[src/rtl/gpa_pkg.sv]
// Package gpa_pkg: shared mode encoding and level helper for the gated
// pulse accumulator. Assumes one-bit mode and polarity controls.
package gpa_pkg;

    typedef enum logic {
        ACC_EVENT = 1'b0,
        ACC_GATED = 1'b1
    } acc_mode_e;

    // True when a synchronised level equals the selected active level.
    function automatic logic level_active(input logic level, input logic high_active);
        return (level == high_active);
    endfunction

endpackage

[src/rtl/gpa_sync.sv]
// Module gpa_sync: multi-flop synchroniser for an asynchronous input plus
// one further flop for edge detection. Assumes STAGES >= 2. Reset clears
// every stage, so the input should match that value when reset is released.
module gpa_sync #(
    parameter int STAGES = 2
) (
    input  logic clk,
    input  logic rst_n,
    input  logic din,
    output logic level,
    output logic level_d
);

    logic [STAGES-1:0] chain;

    // Shift the raw input through the synchroniser chain.
    always_ff @(posedge clk) begin
        if (!rst_n) chain <= '0;
        else        chain <= {chain[STAGES-2:0], din};
    end

    // Keep the previous synchronised level for edge detection.
    always_ff @(posedge clk) begin
        if (!rst_n) level_d <= 1'b0;
        else        level_d <= chain[STAGES-1];
    end

    assign level = chain[STAGES-1];

    // the last stage carries the previous content of the stage before it
    a_r4_stage: assert property (@(posedge clk) disable iff (!rst_n)
        chain[STAGES-1] == $past(chain[STAGES-2]));

    // the edge flop lags the output level by one cycle
    a_r4_edge_lag: assert property (@(posedge clk) disable iff (!rst_n)
        level_d == $past(level));

endmodule

[src/rtl/gpa_prescale.sv]
// Module gpa_prescale: free-running DIV_BITS-bit counter that emits a
// one-cycle tick every 2**DIV_BITS enabled cycles. While run is low the
// counter is held at zero, so no tick is produced.
module gpa_prescale #(
    parameter int DIV_BITS = 6
) (
    input  logic clk,
    input  logic rst_n,
    input  logic run,
    output logic tick
);

    localparam logic [DIV_BITS-1:0] LAST = '1;

    logic [DIV_BITS-1:0] div_cnt;

    // Advance while running, otherwise return to the start value.
    always_ff @(posedge clk) begin
        if (!rst_n)   div_cnt <= '0;
        else if (run) div_cnt <= div_cnt + 1'b1;
        else          div_cnt <= '0;
    end

    // Tick in the last cycle of each period.
    assign tick = run && (div_cnt == LAST);

    // a stopped prescaler sits at its start value
    a_r5_idle: assert property (@(posedge clk) disable iff (!rst_n)
        !run |=> (div_cnt == '0));

    // ticks are never back to back
    a_r2_spacing: assert property (@(posedge clk) disable iff (!rst_n)
        tick |=> !tick);

endmodule

[src/rtl/gpa_accum.sv]
// Module gpa_accum: WIDTH-bit loadable up-counter. A load takes priority
// over an increment. Wraps from all ones to zero and reports the wrap
// combinationally in the same cycle as the increment that causes it.
module gpa_accum #(
    parameter int WIDTH = 16
) (
    input  logic             clk,
    input  logic             rst_n,
    input  logic             inc,
    input  logic             load,
    input  logic [WIDTH-1:0] load_val,
    output logic [WIDTH-1:0] value,
    output logic             wrap
);

    localparam logic [WIDTH-1:0] TOP = '1;

    // Load, increment or hold the accumulator.
    always_ff @(posedge clk) begin
        if (!rst_n)    value <= '0;
        else if (load) value <= load_val;
        else if (inc)  value <= value + 1'b1;
    end

    // Flag the increment that rolls the count over.
    assign wrap = inc && !load && (value == TOP);

    // a load shows the loaded value one edge later
    a_r8_load: assert property (@(posedge clk) disable iff (!rst_n)
        load |=> (value == $past(load_val)));

    // an increment from the top value yields zero
    a_r9_wrap: assert property (@(posedge clk) disable iff (!rst_n)
        (inc && !load && value == TOP) |=> (value == '0));

    // without an increment or a load the count holds
    a_r12_hold: assert property (@(posedge clk) disable iff (!rst_n)
        (!inc && !load) |=> $stable(value));

endmodule

[src/rtl/gpa_flag.sv]
// Module gpa_flag: sticky event flag with a write-one clear strobe and an
// interrupt enable. A set in the same cycle as a clear leaves the flag set.
module gpa_flag (
    input  logic clk,
    input  logic rst_n,
    input  logic set,
    input  logic clr,
    input  logic ie,
    output logic flag,
    output logic irq
);

    // Set wins over clear; otherwise keep the state.
    always_ff @(posedge clk) begin
        if (!rst_n)   flag <= 1'b0;
        else if (set) flag <= 1'b1;
        else if (clr) flag <= 1'b0;
    end

    // Request only while enabled.
    assign irq = flag && ie;

    // a set event always leaves the flag set
    a_r10_set_wins: assert property (@(posedge clk) disable iff (!rst_n)
        set |=> flag);

    // a clear with no set clears the flag
    a_r10_clear: assert property (@(posedge clk) disable iff (!rst_n)
        (clr && !set) |=> !flag);

    // with no set the flag never rises
    a_r12_no_rise: assert property (@(posedge clk) disable iff (!rst_n)
        !set |=> !$rose(flag));

endmodule

[src/rtl/gated_pulse_accum.sv]
// Module gated_pulse_accum: pulse accumulator with a gated-time mode and an
// event-counting mode. Gate input is asynchronous; it is synchronised here.
// The time base is a one-cycle tick from an internal prescaler that runs
// only while timer_en is high. All state uses synchronous active-low reset.
module gated_pulse_accum #(
    parameter int CNT_W       = 16,
    parameter int DIV_BITS    = 6,
    parameter int SYNC_STAGES = 2
) (
    input  logic             clk,
    input  logic             rst_n,
    input  logic             timer_en,
    input  logic             acc_en,
    input  logic             gate_mode,
    input  logic             gate_high,
    input  logic             gate_in,
    input  logic             load_stb,
    input  logic [CNT_W-1:0] load_val,
    input  logic             clr_edge,
    input  logic             clr_ovf,
    input  logic             edge_ie,
    input  logic             ovf_ie,
    output logic [CNT_W-1:0] count,
    output logic             edge_flag,
    output logic             ovf_flag,
    output logic             edge_irq,
    output logic             ovf_irq
);

    import gpa_pkg::*;

    acc_mode_e mode;
    logic      lvl, lvl_d;
    logic      act_now, act_prev;
    logic      lead, trail;
    logic      tick;
    logic      inc, wrap, edge_set;

    assign mode = acc_mode_e'(gate_mode);

    gpa_sync #(.STAGES(SYNC_STAGES)) u_sync (
        .clk(clk), .rst_n(rst_n), .din(gate_in),
        .level(lvl), .level_d(lvl_d)
    );

    gpa_prescale #(.DIV_BITS(DIV_BITS)) u_pre (
        .clk(clk), .rst_n(rst_n), .run(timer_en), .tick(tick)
    );

    // Classify the synchronised level against the selected polarity.
    always_comb begin
        act_now  = level_active(lvl, gate_high);
        act_prev = level_active(lvl_d, gate_high);
        lead     = act_now && !act_prev;
        trail    = act_prev && !act_now;
    end

    // Choose the increment source and the edge-flag event for the mode.
    always_comb begin
        unique case (mode)
            ACC_GATED: begin
                inc      = acc_en && tick && act_now;
                edge_set = acc_en && trail;
            end
            default: begin
                inc      = acc_en && lead;
                edge_set = acc_en && lead;
            end
        endcase
    end

    gpa_accum #(.WIDTH(CNT_W)) u_acc (
        .clk(clk), .rst_n(rst_n), .inc(inc), .load(load_stb),
        .load_val(load_val), .value(count), .wrap(wrap)
    );

    gpa_flag u_edge_flag (
        .clk(clk), .rst_n(rst_n), .set(edge_set), .clr(clr_edge),
        .ie(edge_ie), .flag(edge_flag), .irq(edge_irq)
    );

    gpa_flag u_ovf_flag (
        .clk(clk), .rst_n(rst_n), .set(wrap), .clr(clr_ovf),
        .ie(ovf_ie), .flag(ovf_flag), .irq(ovf_irq)
    );

    // in event mode a counted edge raises the count by one
    a_r7_event_count: assert property (@(posedge clk) disable iff (!rst_n)
        (mode == ACC_EVENT && acc_en && lead && !load_stb)
        |=> (count == $past(count) + 1'b1));

    // gated counting needs a running timer
    a_r5_no_count: assert property (@(posedge clk) disable iff (!rst_n)
        (mode == ACC_GATED && !timer_en && !load_stb) |=> $stable(count));

    // in gated mode a leading edge alone does not set the flag
    a_r6_not_lead: assert property (@(posedge clk) disable iff (!rst_n)
        (mode == ACC_GATED && lead && !edge_flag) |=> !edge_flag);

endmodule

[config.mk]
export PLATFORM = sky130hd
export DESIGN_NAME = gated_pulse_accum
export DESIGN_NICKNAME = d
export VERILOG_FILES = /design/src/rtl/gpa_pkg.sv /design/src/rtl/gpa_sync.sv /design/src/rtl/gpa_prescale.sv /design/src/rtl/gpa_accum.sv /design/src/rtl/gpa_flag.sv /design/src/rtl/gated_pulse_accum.sv
export SDC_FILE = /design/constraint.sdc
export NUM_CORES = 1
export LEC_CHECK = 0
export ABC_AREA = 1
export CORE_MARGIN = 2
export CORE_UTILIZATION = 52
export CTS_CLUSTER_DIAMETER = 30
export DETAILED_ROUTE_END_ITERATION = 16
export GPL_ROUTABILITY_DRIVEN = 0
export PLACE_DENSITY = 0.85
export SYNTH_ARGS = -nofsm -noshare
export SYNTH_HDL_FRONTEND = slang
export SYNTH_SLANG_ARGS = --single-unit
export TNS_END_PERCENT = 1
[constraint.sdc]
create_clock -name clk -period 2.3 [get_ports clk]
set_input_delay 0.345 -clock clk [delete_from_list [all_inputs] [get_ports clk]]
set_output_delay 0.345 -clock clk [all_outputs]
set_load 0.1 [all_outputs]
# Word level (Yosys, flattened, before mapping)
# Cells that the tools add are included.
dict set report totals {
  regBits 27
  elab_cells 38
  input_bits 28
}
dict set report op_classes {
  mux 8
  eq_ne 4
  n_addsub 2
  reduce_logical 18
}
# operator count
set ops {}
lappend ops {{two-way mux 16 bit} 2}
lappend ops {{adder 16 x 1 -> 16 bit, second input constant} 1}
lappend ops {{== test 16 bit, second input constant} 1}
lappend ops {{logical AND 1 bit} 11}
lappend ops {{adder 6 x 1 -> 6 bit, second input constant} 1}
lappend ops {{== test 6 bit, second input constant} 1}
lappend ops {{two-way mux 1 bit} 6}
lappend ops {{nonzero test 2 bit} 3}
lappend ops {{logical NOT 1 bit} 3}
lappend ops {{== test 1 bit} 2}
lappend ops {{AND reduction 2 bit} 1}

# Depth between registers and ports, before layout
dict set report logic_depth {
  depth_word 8
  mapped_depth 10
  depth_no_buf 10
}

# By module
# Synthesis repeated with hierarchy kept, for this count alone.
dict set report unflattened {
  hier_cells 228
  area_unflattened_um2 1512.7
}
# module cells_per_inst instances area_per_inst_um2
set by_module_without_submodules {}
lappend by_module_without_submodules {gpa_accum 146 1 970.9}
lappend by_module_without_submodules {gpa_prescale 33 1 252.7}
lappend by_module_without_submodules {gated_pulse_accum 24 1 103.8}
lappend by_module_without_submodules {gpa_flag 8 2 51.3}
lappend by_module_without_submodules {gpa_sync 9 1 82.6}

# Worst setup path after synthesis
# No wires, ideal clock.
dict set report synth_path {
  kind {register to register}
  start {register u_acc.value[0]}
  end {register u_acc.value[10]}
  path_slack_ns 0.057
  arrival_ns 2.112
  required_ns 2.169
  path_stages_with_launch 11
  setup_ns 0.131
  path_cell_list {dfxtp_1 > ha_1 > nand3_2 > nor2_4 > nand2_1 > nand2_1 > nand2_1 > inv_1 > nor2_1 > nor2_1 > nor2_1}
}
dict set report synth_between {
  elab_chain_cells 3
}
# element line_no
set synth_lines {}
lappend synth_lines {{start: declaration} gpa_accum.sv:12} ;# output logic [WIDTH-1:0] value,
lappend synth_lines {{start signal: assignment} gpa_accum.sv:21} ;# else if (load) value <= load_val;
lappend synth_lines {{start signal: assignment} gpa_accum.sv:22} ;# else if (inc) value <= value + 1'b1;
lappend synth_lines {{adder 16 x 1 -> 16 bit} gpa_accum.sv:22}
lappend synth_lines {{two-way mux 16 bit} gpa_accum.sv:22}
lappend synth_lines {{two-way mux 16 bit} gpa_accum.sv:21}
# Every way passes these cells. The select of a mux whose other input is x is not followed.
# A chain may end at the register's enable or synchronous reset.

# Worst setup path in the final report
# Same ends and word-level chain as after synthesis.

==> flow_summary.yaml <==
cells_and_area:
  drive_above_1_share_pct: 17.7
  final.fill_count: 293
  multi_input_area_mm2: 0.00105
  syn_to_final_growth_pct: 29.5
  diodes: 0
  final_nets: 347
  postLayoutCellArea_mm2: 0.00227
  regArea_um2: 541
clocking:
  cts.clk_slew.worst_paths_ps: 150
  clk-insertion-delay-late_ps: 340
  post_cts_buffers: 0
  cts_tree: "built"
  cts_hold_buf: 0
  cts_max_level: 1
  cts_resized: 0
  clockRootBuffer: "clkbuf_4"
  numCtsBuffers: 3
  clock_path_buffers: 2
  clock_sinks: 27
logic_synthesis:
  ys_async_sr_fraction_pct: 0
  synth_top_family_by_area: "simple AND/OR/NAND/NOR gates"
  yosysTopAreaCell: "dfxtp_1"
  ys_seq_area_share_pct: 30.9
  synth_xor_area_share_pct: 2.50
  synth_seq_cells: 27
  yosysUniqueCellTypes: 29
  netlist_top_cells_area: "dfxtp_1 (31%), nand2_1 (19%), inv_1 (7.1%), nor2_1 (6.9%), nand4_1 (5.0%)"
  yosys-mux-area-fraction_pct: 0.572
  synth-simple-area-share_pct: 46.4
  post_synth_fa_ha_maj_area_fraction_pct: 1.43
  synthTopCellsByCount: "nand2_1 (89), inv_1 (33), nor2_1 (32), dfxtp_1 (27), nand4_1 (14)"
  syn-instance-count: 268
  yosys.area.top_type_share_pct: 30.9
  synth-edff-count: 0
  synth_compound_area_share_pct: 8.93
  post_synth.cell_area_avg_um2: 6.53
  synth.most_common_cell: "nand2_1"
  synth-main-ff-cell: "dfxtp_1"
  synth_area_mm2: 0.00175
  synth_fp_nets: 298
  ys_warn_count: 0
placement:
  dp.final_hpwl_um: 3040
  dpl_cell_area_mm2: 0.00224
  post-place-ws_ps: 398
  port_buffers: 47
run:
  cap_viol_max_count: 0
outcome:
  outcome: "finished, final reports clean"
setup_path:
  crit_family: "simple AND/OR/NAND/NOR gates"
  critPathCaptureType: "register"
  regToRegSetupSlack_ps: 610
  cpPeakStageDelay_ps: 550
  crit_end: "u_acc.value[10]$_SDFFE_PN0P_"
  required_ps: 2530
  r2r_end: "u_acc.value[10]$_SDFFE_PN0P_"
  slowest_stage: "dfxtp_1"
  cp.buffers_inverters: 1
  r2r_cells: 10
  cp-startpoint: "u_acc.value[0]$_SDFFE_PN0P_"
  worstSetupPathType: "reg2reg"
  cp.depth: 10
  crit_arrival_ps: 1920
  cp_max_fo: 10
  r2r-start: "u_acc.value[0]$_SDFFE_PN0P_"
  path_cells: "ha_1 -> nand3_2 -> nor2_4 -> nand2_1 -> nand2_1 -> nand2_1 -> inv_1 -> nor2_1 -> nor2_1 -> nor2_1"
  start_kind: "register"
timing:
  worst_slew_pin_slew_ps: 608
  rsz0062_at_grt: "false"
  finalHoldViolations: 0
  finalSetupTns_ps: 0
  layout_min_cycle_time_ps: 1690
  fin_crit_sh_pct: 73.7
  setup_ws_ps: 606
  fmax_mhz: 590
  whs_ps: 426
  slew_headroom_pct: 59.4
  skew_ps: 3.13
  finalSetupViolations: 0
  drv_slew: 0
grt:
  grt_antenna_before_repair: 0
  grt_pass1_vias: 1486
  grt_usage_pct: 22.8
  grt_pass1_wl_um: 6570
  grt_max_degree: 21
  grt_overflow: 0
detailed_routing:
  drc_errors: 0
  route.vias.total: 1777
  drtIter0Drc: 137
  wire_per_inst_um: 11.1
  viasPerCell: 4.91
  dr.pass1.iters: 4
  antenna_left: 0
  wl_um: 4010
power:
  p_per_area_mw_per_mm2: 467
  ir_worst_vdd_mv: 0.334
  leakage_nw: 0.969
hold_path:
  hold_path.class: "reg2reg"
die:
  rows: 21
  initial_core_util_pct: 53.3
  fp.dieW_um: 62.0
  die_y_um: 62.0
  ios: 48
  dieArea_mm2: 0.00385
  core_area_mm2: 0.00328
==> worst register-to-register path, cell delays in order, from the launching register on <==
cell and delay (ps):
dfxtp_1 550, ha_1 260, nand3_2 130, nor2_4 250
nand2_1 80, nand2_1 60, nand2_1 40, inv_1 40
nor2_1 30, nor2_1 100, nor2_1 40
==> metrics by stage <==
step | util, % | instances | power (mW)
floorplan | - | 268 | 0.748
global placement | 68.1 | 358 | 0.842
finish | 69.0 | 362 | 1.06
global route | 69.0 | 362 | 1.11
CTS | 69.0 | 362 | 1.06
detailed placement | 68.1 | 358 | 0.847
==> layout make-up <==
class,count,area share [%]
Multi-Input combinational cell,201,46.2
Sequential cell,27,23.8
Timing Repair Buffer,49,20.3
Inverter,35,5.79
Tap cell,46,2.54
Clock buffer,3,0.993
Clock inverter,1,0.331
==> cell usage in the layout, fill, tap and decap left out, types with 6 or more instances in the layout <==
cell type,instances
nor2_1,32
dfxtp_1,27
nand2_2,6
nand4_1,14
a21oi_2,7
nand2_1,89
a21oi_1,6
nand3_1,8
inv_1,33
buf_4,20
o21ai_0,9
clkdlybuf4s50_1,27
==> cells by family after synthesis <==
kind of cell,Yosys count
AO/OA/AOI/OAI,25
XOR/XNOR,5
adder cells (fa/ha/maj),2
buffers and inverters,40
flip-flops,27
multiplexers,1
AND/OR/NAND/NOR,168
==> state kept, by name, indices dropped and copies added, names as in the netlist <==
register          flops
u_sync.level_d        1
u_sync.chain          2
u_edge_flag.flag      1
u_pre.div_cnt         6
u_ovf_flag.flag       1
u_acc.value          16
==> where the power goes <==
group / switching, mW / internal, mW / total, mW / leakage (nW)
Sequential: 0.0299 / 0.489 / 0.519 / 0.221
Combinational: 0.215 / 0.104 / 0.318 / 0.734
Clock: 0.154 / 0.0668 / 0.220 / 0.0139
Total: 0.398 / 0.659 / 1.06 / 0.969
==> per-layer routing <==
metal | GRT usage, % | part of all wire (%) | vias up | wire [um]
met5 | 0 | 0 | - | 0
met4 | 8.21 | 1.5 | 0 | 61
met3 | 2.69 | 5.1 | 4 | 205
met2 | 37.9 | 45 | 54 | 1800
met1 | 30.4 | 48 | 771 | 1940
li1 | - | - | 948 | -
==> how the worst min path moves through the flow <==
stage,start,to,slack [ps],depth (start not counted)
finish,u_sync.chain[0]$_SDFF_PN0_,u_sync.chain[1]$_SDFF_PN0_,430,2
global route,u_sync.chain[0]$_SDFF_PN0_,u_sync.chain[1]$_SDFF_PN0_,450,2
detailed placement,u_sync.chain[0]$_SDFF_PN0_,u_sync.chain[1]$_SDFF_PN0_,400,2
floorplan,u_sync.chain[0]$_SDFF_PN0_,u_sync.chain[1]$_SDFF_PN0_,390,2
CTS,u_sync.chain[0]$_SDFF_PN0_,u_sync.chain[1]$_SDFF_PN0_,430,2
global placement,u_sync.chain[0]$_SDFF_PN0_,u_sync.chain[1]$_SDFF_PN0_,390,2
(Power assumes the default switching activity.)
